[src/rtl/byte_alu_pkg.sv]
package byte_alu_pkg;

  typedef enum logic [3:0] {
    OP_AND  = 4'd0,
    OP_ANDK = 4'd1,
    OP_OR   = 4'd2,
    OP_ORK  = 4'd3,
    OP_XOR  = 4'd4,
    OP_XORK = 4'd5,
    OP_INV  = 4'd6,
    OP_NEG  = 4'd7,
    OP_SETB = 4'd8,
    OP_CLRB = 4'd9,
    OP_INC  = 4'd10,
    OP_DEC  = 4'd11,
    OP_TEST = 4'd12,
    OP_ZERO = 4'd13,
    OP_ONES = 4'd14,
    OP_RSVD = 4'd15
  } alu_op_e;

  localparam int NFLAG = 6;
  localparam int FC = 0;
  localparam int FZ = 1;
  localparam int FN = 2;
  localparam int FV = 3;
  localparam int FS = 4;
  localparam int FH = 5;

  localparam logic [NFLAG-1:0] MASK_ZNVS  = 6'b011110;
  localparam logic [NFLAG-1:0] MASK_CZNVS = 6'b011111;
  localparam logic [NFLAG-1:0] MASK_ALL   = 6'b111111;

endpackage

[src/rtl/byte_alu_logic.sv]
module byte_alu_logic
  import byte_alu_pkg::*;
#(
  parameter int DATA_W = 8
) (
  input  alu_op_e           op,
  input  logic [DATA_W-1:0] a,
  input  logic [DATA_W-1:0] b,
  input  logic [DATA_W-1:0] k,
  output logic [DATA_W-1:0] res
);

  logic [DATA_W-1:0] opnd;

  // immediate forms replace the register operand
  always_comb begin
    opnd = b;
    if (op == OP_ANDK || op == OP_ORK || op == OP_XORK) opnd = k;
  end

  always_comb begin
    case (op)
      OP_AND, OP_ANDK: res = a & opnd;
      OP_OR,  OP_ORK:  res = a | opnd;
      OP_XOR, OP_XORK: res = a ^ opnd;
      OP_SETB:         res = a | k;
      OP_CLRB:         res = a & ~k;
      OP_TEST:         res = a;
      OP_ZERO:         res = '0;
      OP_ONES:         res = '1;
      default:         res = a;
    endcase
  end

endmodule

[src/rtl/byte_alu_arith.sv]
module byte_alu_arith
  import byte_alu_pkg::*;
#(
  parameter int DATA_W = 8
) (
  input  alu_op_e           op,
  input  logic [DATA_W-1:0] a,
  output logic [DATA_W-1:0] res,
  output logic              cy,
  output logic              ov,
  output logic              hf
);

  localparam logic [DATA_W-1:0] ONE      = DATA_W'(1);
  localparam logic [DATA_W-1:0] ALL_ONE  = '1;
  localparam logic [DATA_W-1:0] ZERO     = '0;
  localparam logic [DATA_W-1:0] MIN_NEG  = ONE << (DATA_W-1);
  localparam logic [DATA_W-1:0] MAX_POS  = ~MIN_NEG;
  localparam int               NIB      = 4;

  always_comb begin
    res = '0;
    cy  = 1'b0;
    ov  = 1'b0;
    hf  = 1'b0;
    case (op)
      OP_INV: begin
        res = ALL_ONE - a;
        cy  = 1'b1;
      end
      OP_NEG: begin
        res = ZERO - a;
        cy  = |res;
        ov  = (res == MIN_NEG);
        hf  = |a[NIB-1:0];   // borrow out of the low nibble
      end
      OP_INC: begin
        res = a + ONE;
        ov  = (res == MIN_NEG);
      end
      OP_DEC: begin
        res = a - ONE;
        ov  = (res == MAX_POS);
      end
      default: ;
    endcase
  end

endmodule

[src/rtl/byte_alu_flags.sv]
module byte_alu_flags
  import byte_alu_pkg::*;
#(
  parameter int DATA_W = 8
) (
  input  alu_op_e           op,
  input  logic [DATA_W-1:0] res,
  input  logic              cy,
  input  logic              ov,
  input  logic              hf,
  input  logic [NFLAG-1:0]  flags_i,
  output logic [NFLAG-1:0]  flags_o,
  output logic [NFLAG-1:0]  we_o
);

  logic [NFLAG-1:0] nxt;
  logic [NFLAG-1:0] we;

  always_comb begin
    nxt     = '0;
    nxt[FC] = cy;
    nxt[FZ] = ~|res;
    nxt[FN] = res[DATA_W-1];
    nxt[FV] = ov;
    nxt[FS] = nxt[FN] ^ nxt[FV];
    nxt[FH] = hf;
  end

  always_comb begin
    case (op)
      OP_INV:           we = MASK_CZNVS;
      OP_NEG:           we = MASK_ALL;
      OP_ONES, OP_RSVD: we = '0;
      default:          we = MASK_ZNVS;
    endcase
  end

  for (genvar i = 0; i < NFLAG; i++) begin : g_merge
    assign flags_o[i] = we[i] ? nxt[i] : flags_i[i];
  end

  assign we_o = we;

endmodule

[src/rtl/byte_alu.sv]
module byte_alu
  import byte_alu_pkg::*;
#(
  parameter int DATA_W = 8
) (
  input  logic [3:0]        op_i,
  input  logic [DATA_W-1:0] rd_i,
  input  logic [DATA_W-1:0] rr_i,
  input  logic [DATA_W-1:0] imm_i,
  input  logic [NFLAG-1:0]  flags_i,
  output logic [DATA_W-1:0] res_o,
  output logic [NFLAG-1:0]  flags_o,
  output logic [NFLAG-1:0]  flag_we_o
);

  alu_op_e           op;
  logic [DATA_W-1:0] res_logic;
  logic [DATA_W-1:0] res_arith;
  logic              is_arith;
  logic              cy, ov, hf;

  assign op       = alu_op_e'(op_i);
  assign is_arith = (op == OP_INV) || (op == OP_NEG) ||
                    (op == OP_INC) || (op == OP_DEC);

  byte_alu_logic #(.DATA_W(DATA_W)) u_logic (
    .op (op),
    .a  (rd_i),
    .b  (rr_i),
    .k  (imm_i),
    .res(res_logic)
  );

  byte_alu_arith #(.DATA_W(DATA_W)) u_arith (
    .op (op),
    .a  (rd_i),
    .res(res_arith),
    .cy (cy),
    .ov (ov),
    .hf (hf)
  );

  always_comb begin
    res_o = is_arith ? res_arith : res_logic;
  end

  byte_alu_flags #(.DATA_W(DATA_W)) u_flags (
    .op     (op),
    .res    (res_o),
    .cy     (cy),
    .ov     (ov),
    .hf     (hf),
    .flags_i(flags_i),
    .flags_o(flags_o),
    .we_o   (flag_we_o)
  );

  always_comb begin
    a_r10_hold_unowned: assert ((flags_o & ~flag_we_o) == (flags_i & ~flag_we_o));
    if (flag_we_o[FS])
      a_r10_sign_rule: assert (flags_o[FS] == (flags_o[FN] ^ flags_o[FV]));
    if (flag_we_o[FZ])
      a_r3_zero_flag: assert (flags_o[FZ] == (res_o == '0));
    if (op == OP_ONES)
      a_r9_ones_quiet: assert (flag_we_o == '0 && res_o == '1);
    if (op == OP_NEG)
      a_r6_neg_carry: assert (flags_o[FC] == (res_o != '0));
    if (op == OP_INC || op == OP_DEC)
      a_r7_keep_carry: assert (!flag_we_o[FC] && !flag_we_o[FH]);
  end

endmodule

[config.mk]
export PLATFORM = sky130hd
export DESIGN_NAME = byte_alu
export DESIGN_NICKNAME = d
export VERILOG_FILES = /design/src/rtl/byte_alu_pkg.sv /design/src/rtl/byte_alu_logic.sv /design/src/rtl/byte_alu_arith.sv /design/src/rtl/byte_alu_flags.sv /design/src/rtl/byte_alu.sv
export SDC_FILE = /design/constraint.sdc
export NUM_CORES = 1
export LEC_CHECK = 0
export CORE_MARGIN = 2
export CORE_UTILIZATION = 53
export DETAILED_ROUTE_END_ITERATION = 12
export PLACE_DENSITY = 0.95
export SETUP_SLACK_MARGIN = 0.05
export SKIP_LAST_GASP = 1
export SLEW_MARGIN = 10
export SYNTH_ARGS = -nofsm -noshare
export SYNTH_HDL_FRONTEND = slang
export SYNTH_HIERARCHICAL = 1
export SYNTH_SLANG_ARGS = --single-unit
[constraint.sdc]
create_clock -name vclk -period 5.95
set_input_delay 1.785 -clock vclk [all_inputs]
set_output_delay 1.785 -clock vclk [all_outputs]
set_load 0.02 [all_outputs]
==> impl_metrics.tcl, run 1 <==
set metrics [dict create \
    ys_warn_count 6 \
    avgSynthCellArea_um2 6.75 \
    cts-hold-fix-buffers 0 \
    track_usage_pct 69.1 \
    dp_hpwl_um 7830 \
    top_level_ports 54 \
    ys_types 72 \
    grt_pass1_wl_um 23300 \
    overflow 1 \
    syn_area_mm2 0.00216 \
    synth_seq_area_share_pct 0 \
    start_util_pct 54.4 \
    grt_max_degree 13 \
    synth_nets 358 \
    status "aborted with a tool error" \
    dpl_cell_area_mm2 0.00330 \
    place_congestion 1.03 \
    dieHeight_um 67.9 \
    lastStage "5_1_grt" \
    dp.cells 484 \
    die_w_um 67.9 \
    dp_slack_ns -1.09 \
    syn_inst 320 \
    grt_pass1_vias 4221 \
    rows 23 \
    tool.error "[ERROR GRT-0116] Global routing finished with congestion. Check the congestion regions in the DRC Viewer." \
    io_buffers 54 \
]
[stage by stage]
step / setup TNS (ns) / hold slack (ns)
4_1_cts: -0.223 / 4.28
3_5_place_dp: -6.69 / 4.73
3_3_place_gp: -4.71 / 4.72
2_1_floorplan: 0 / 3.76
[what timing repair did]
item | 4_1_cts
pin swaps | 36
setup buffers | 14
resized for setup | 122
gates cloned | 3
setup endpoints to repair | 13
[logic make-up after synthesis]
logic type / synth area share [%]
xor gates and xnor gates: 4.05
muxes: 12.6
adders and majority gates: 2.32
and+or+nand+nor: 35.8
AOI/OAI and AO/OA: 35.1
buffers and inverters: 10.1
[layer usage]
metal,overflow,track usage [%]
met5,0,17.5
met3,0,52.1
met1,0,69.8
met4,1,65.8
met2,0,87.4
[cell usage after synthesis, types with 4 or more instances]
| library cell | n | area [µm²] |
|---|---|---|
| a311oi_1 | 10 | 87.6 |
| mux2_4 | 7 | 105 |
| o22ai_1 | 4 | 25.0 |
| nor2_1 | 33 | 124 |
| a21oi_1 | 14 | 70.1 |
| o21ai_0 | 21 | 105 |
| clkbuf_1 | 6 | 22.5 |
| xor2_1 | 4 | 35.0 |
| buf_4 | 7 | 52.6 |
| nand3_1 | 4 | 20.0 |
| mux2_2 | 13 | 146 |
| ha_1 | 4 | 50.1 |
| a21o_1 | 8 | 60.1 |
| nor4_1 | 8 | 50.1 |
| nor2b_1 | 6 | 37.5 |
| nor3_1 | 6 | 30.0 |
| buf_6 | 6 | 67.6 |
| xnor2_1 | 6 | 52.6 |
| or3_1 | 7 | 43.8 |
| buf_2 | 6 | 30.0 |
| inv_1 | 9 | 33.8 |
| o21ai_1 | 4 | 20.0 |
| a31oi_1 | 4 | 25.0 |
| a211oi_1 | 18 | 135 |
| nand2_1 | 39 | 146 |
==> run 2, diff against run 1 <==
- CORE_UTILIZATION: 53 -> 40
- PLACE_DENSITY: 0.95 -> not set
- PLACE_DENSITY_LB_ADDON: not set -> 0.15
- SETUP_SLACK_MARGIN: 0.05 -> not set
==> run 2 against run 1 <==
  * The flow now finishes, with violations (setup timing)
  * Area after synthesis unchanged
  * Synthesized cell count unchanged
==> impl_metrics.tcl, run 2 <==
set metrics [dict create \
    postRouteAntennaNets 0 \
    endpoint "flags_o[1]" \
    antenna_found_initial 0 \
    clkbuf_count 0 \
    stdcell_count 530 \
    start_kind "primary input" \
    final_util_pct 74.7 \
    dieArea_mm2 0.00601 \
    avgSynthCellArea_um2 6.75 \
    p_leak_uw 0.00174 \
    synth_area_leaders "mux2_2 6.8%, nand2_1 6.8%, a211oi_1 6.3%, nor2_1 5.7%, mux2_4 4.9%" \
    final_nets 500 \
    flops_and_latches 0 \
    synth_top_family_by_area "simple AND/OR/NAND/NOR gates" \
    final_hold_viol_count 0 \
    fin_area_mm2 0.00386 \
    rows 26 \
    required_ns 4.16 \
    setup-tns-final_ns -0.117 \
    final-setup-viol-count 1 \
    core_area_mm2 0.00517 \
    seqCellArea_um2 0 \
    synthSimpleGateAreaFrac_pct 35.8 \
    drv_slew 0 \
    worst-path-max-fanout 7 \
    grt_pass1_wl_um 13400 \
    most-common-layout-cells "97 x buf_4, 38 x nand2_1, 31 x nor2_1" \
    dpl_cell_area_mm2 0.00336 \
    top_level_ports 54 \
    die_w_um 77.5 \
    layout_commonest_cell "buf_4" \
    status "finished with violations" \
    synthTopCellsByCount "39 x nand2_1, 33 x nor2_1, 21 x o21ai_0" \
    ys_types 72 \
    vias 3106 \
    rsz0062_at_grt "true" \
    synthXorXnorAreaFrac_pct 4.05 \
    setup.worst_path.class "in2out" \
    tightest_slew_ns 0.389 \
    track_usage_pct 26.7 \
    synth_nets 358 \
    end_kind "primary output" \
    syn_inst 320 \
    grt_max_degree 18 \
    synth.largest_area_cell "mux2_2" \
    grt_pass1_vias 2947 \
    synth_seq_area_share_pct 0 \
    slew_headroom_pct 74.1 \
    via_per_inst 5.86 \
    overflow 0 \
    layout-drive-gt1-share_pct 44.6 \
    first_iter_violations 246 \
    worst_slack_ns -0.117 \
    io_buffers 54 \
    vdd_drop_max_uv 79.9 \
    synth_most_common_cell "nand2_1" \
    p_total_uw 315 \
    critPathLaunch "op_i[3]" \
    synthMuxAreaShare_pct 12.6 \
    start_util_pct 41.8 \
    drv_cap 0 \
    violations "setup timing" \
    synth_top_area_share_pct 6.77 \
    synthToLayoutAreaGrowth_pct 78.9 \
    synth_fa_ha_area_share_pct 2.32 \
    post_drt_wl_per_cell_um 16.3 \
    dieHeight_um 77.5 \
    place_congestion 0.909 \
    antenna_cells 0 \
    drc_errors 0 \
    dp.cells 512 \
    post-route-period-util_pct 102 \
    worstPathArrival_ns 4.28 \
    max_freq_ghz 0.165 \
    dr.pass1.iters 5 \
    dp_hpwl_um 6120 \
    synth_compound_area_share_pct 35.1 \
    cellPowerDensity_mw_per_mm2 81.4 \
    drt_wl_total_um 8620 \
    post-route-min-period_ns 6.07 \
    ys_warn_count 6 \
    hold_path.class "in2out" \
    cts-hold-fix-buffers 0 \
    syn_area_mm2 0.00216 \
]
## run 2: cell counts after synthesis
No cell type changed its count.
## run 2: logic make-up (layout without fill, tap and decap cells)
group                    Yosys count  in the layout
AO/OA/AOI/OAI                    108            108
buffers and inverters             37            177
XOR/XNOR                          10             10
adder cells (fa/ha/maj)            4              4
AND/OR/NAND/NOR                  139            139
multiplexers                      22             22
## run 2: metrics by stage
stage	hold WS, ns	worst slack (ns)
after floorplan	3.76	0.00786
after global placement	4.72	-0.944
after detailed placement	4.72	-0.947
after CTS	4.28	-0.176
after global routing	4.29	-0.183
final	4.25	-0.117
## run 2: layer usage
layer | global-route usage, % | wire, µm | up-vias
met3 | 1.98 | 648 | 26
li1 | - | - | 1488
met1 | 33.4 | 3520 | 1426
met2 | 49.0 | 4240 | 166
met4 | 7.32 | 209 | 0
met5 | 0 | 0 | -
## run 2: how the worst min path moves through the flow
stage                     startpoint      endpoint  cells past startpoint
after floorplan              op_i[2]  flag_we_o[5]                      2
after global placement    flags_i[4]    flags_o[4]                      3
after detailed placement  flags_i[1]    flags_o[1]                      4
after CTS                 flags_i[4]    flags_o[4]                      3
after global routing         op_i[3]    flags_o[1]                      6
final                        op_i[3]    flags_o[1]                      6
## run 2: where the power goes
part           total (µW)  internal, µW  switching (µW)
Clock                   0             0               0
Sequential              0             0               0
Combinational         315           164             151
## run 2: critical path, stage by stage
cell and delay (ns):
buf_6 0.10, buf_6 0.12, nor2b_4 0.12, and2_4 0.23
mux2_4 0.34, nor4_4 0.26, a211oi_2 0.09, mux2_4 0.27
or4_4 0.57, o31ai_4 0.24, buf_6 0.15
## run 2: layout make-up
type	count	area, µm²
timing repair buffer	165	1500
tap	70	87.6
fill	381	1310
multi-input combinational	283	2230
inverter	12	47.5
## run 2: repair_timing
action | CTS | global route
cloned | 3 | 1
gates resized for setup | 80 | 53
endpoints found under the setup margin | 13 | 6
pin swaps | 25 | 34
setup buffers | 5 | 9
No activity file was read; power rests on OpenSTA's default activity.
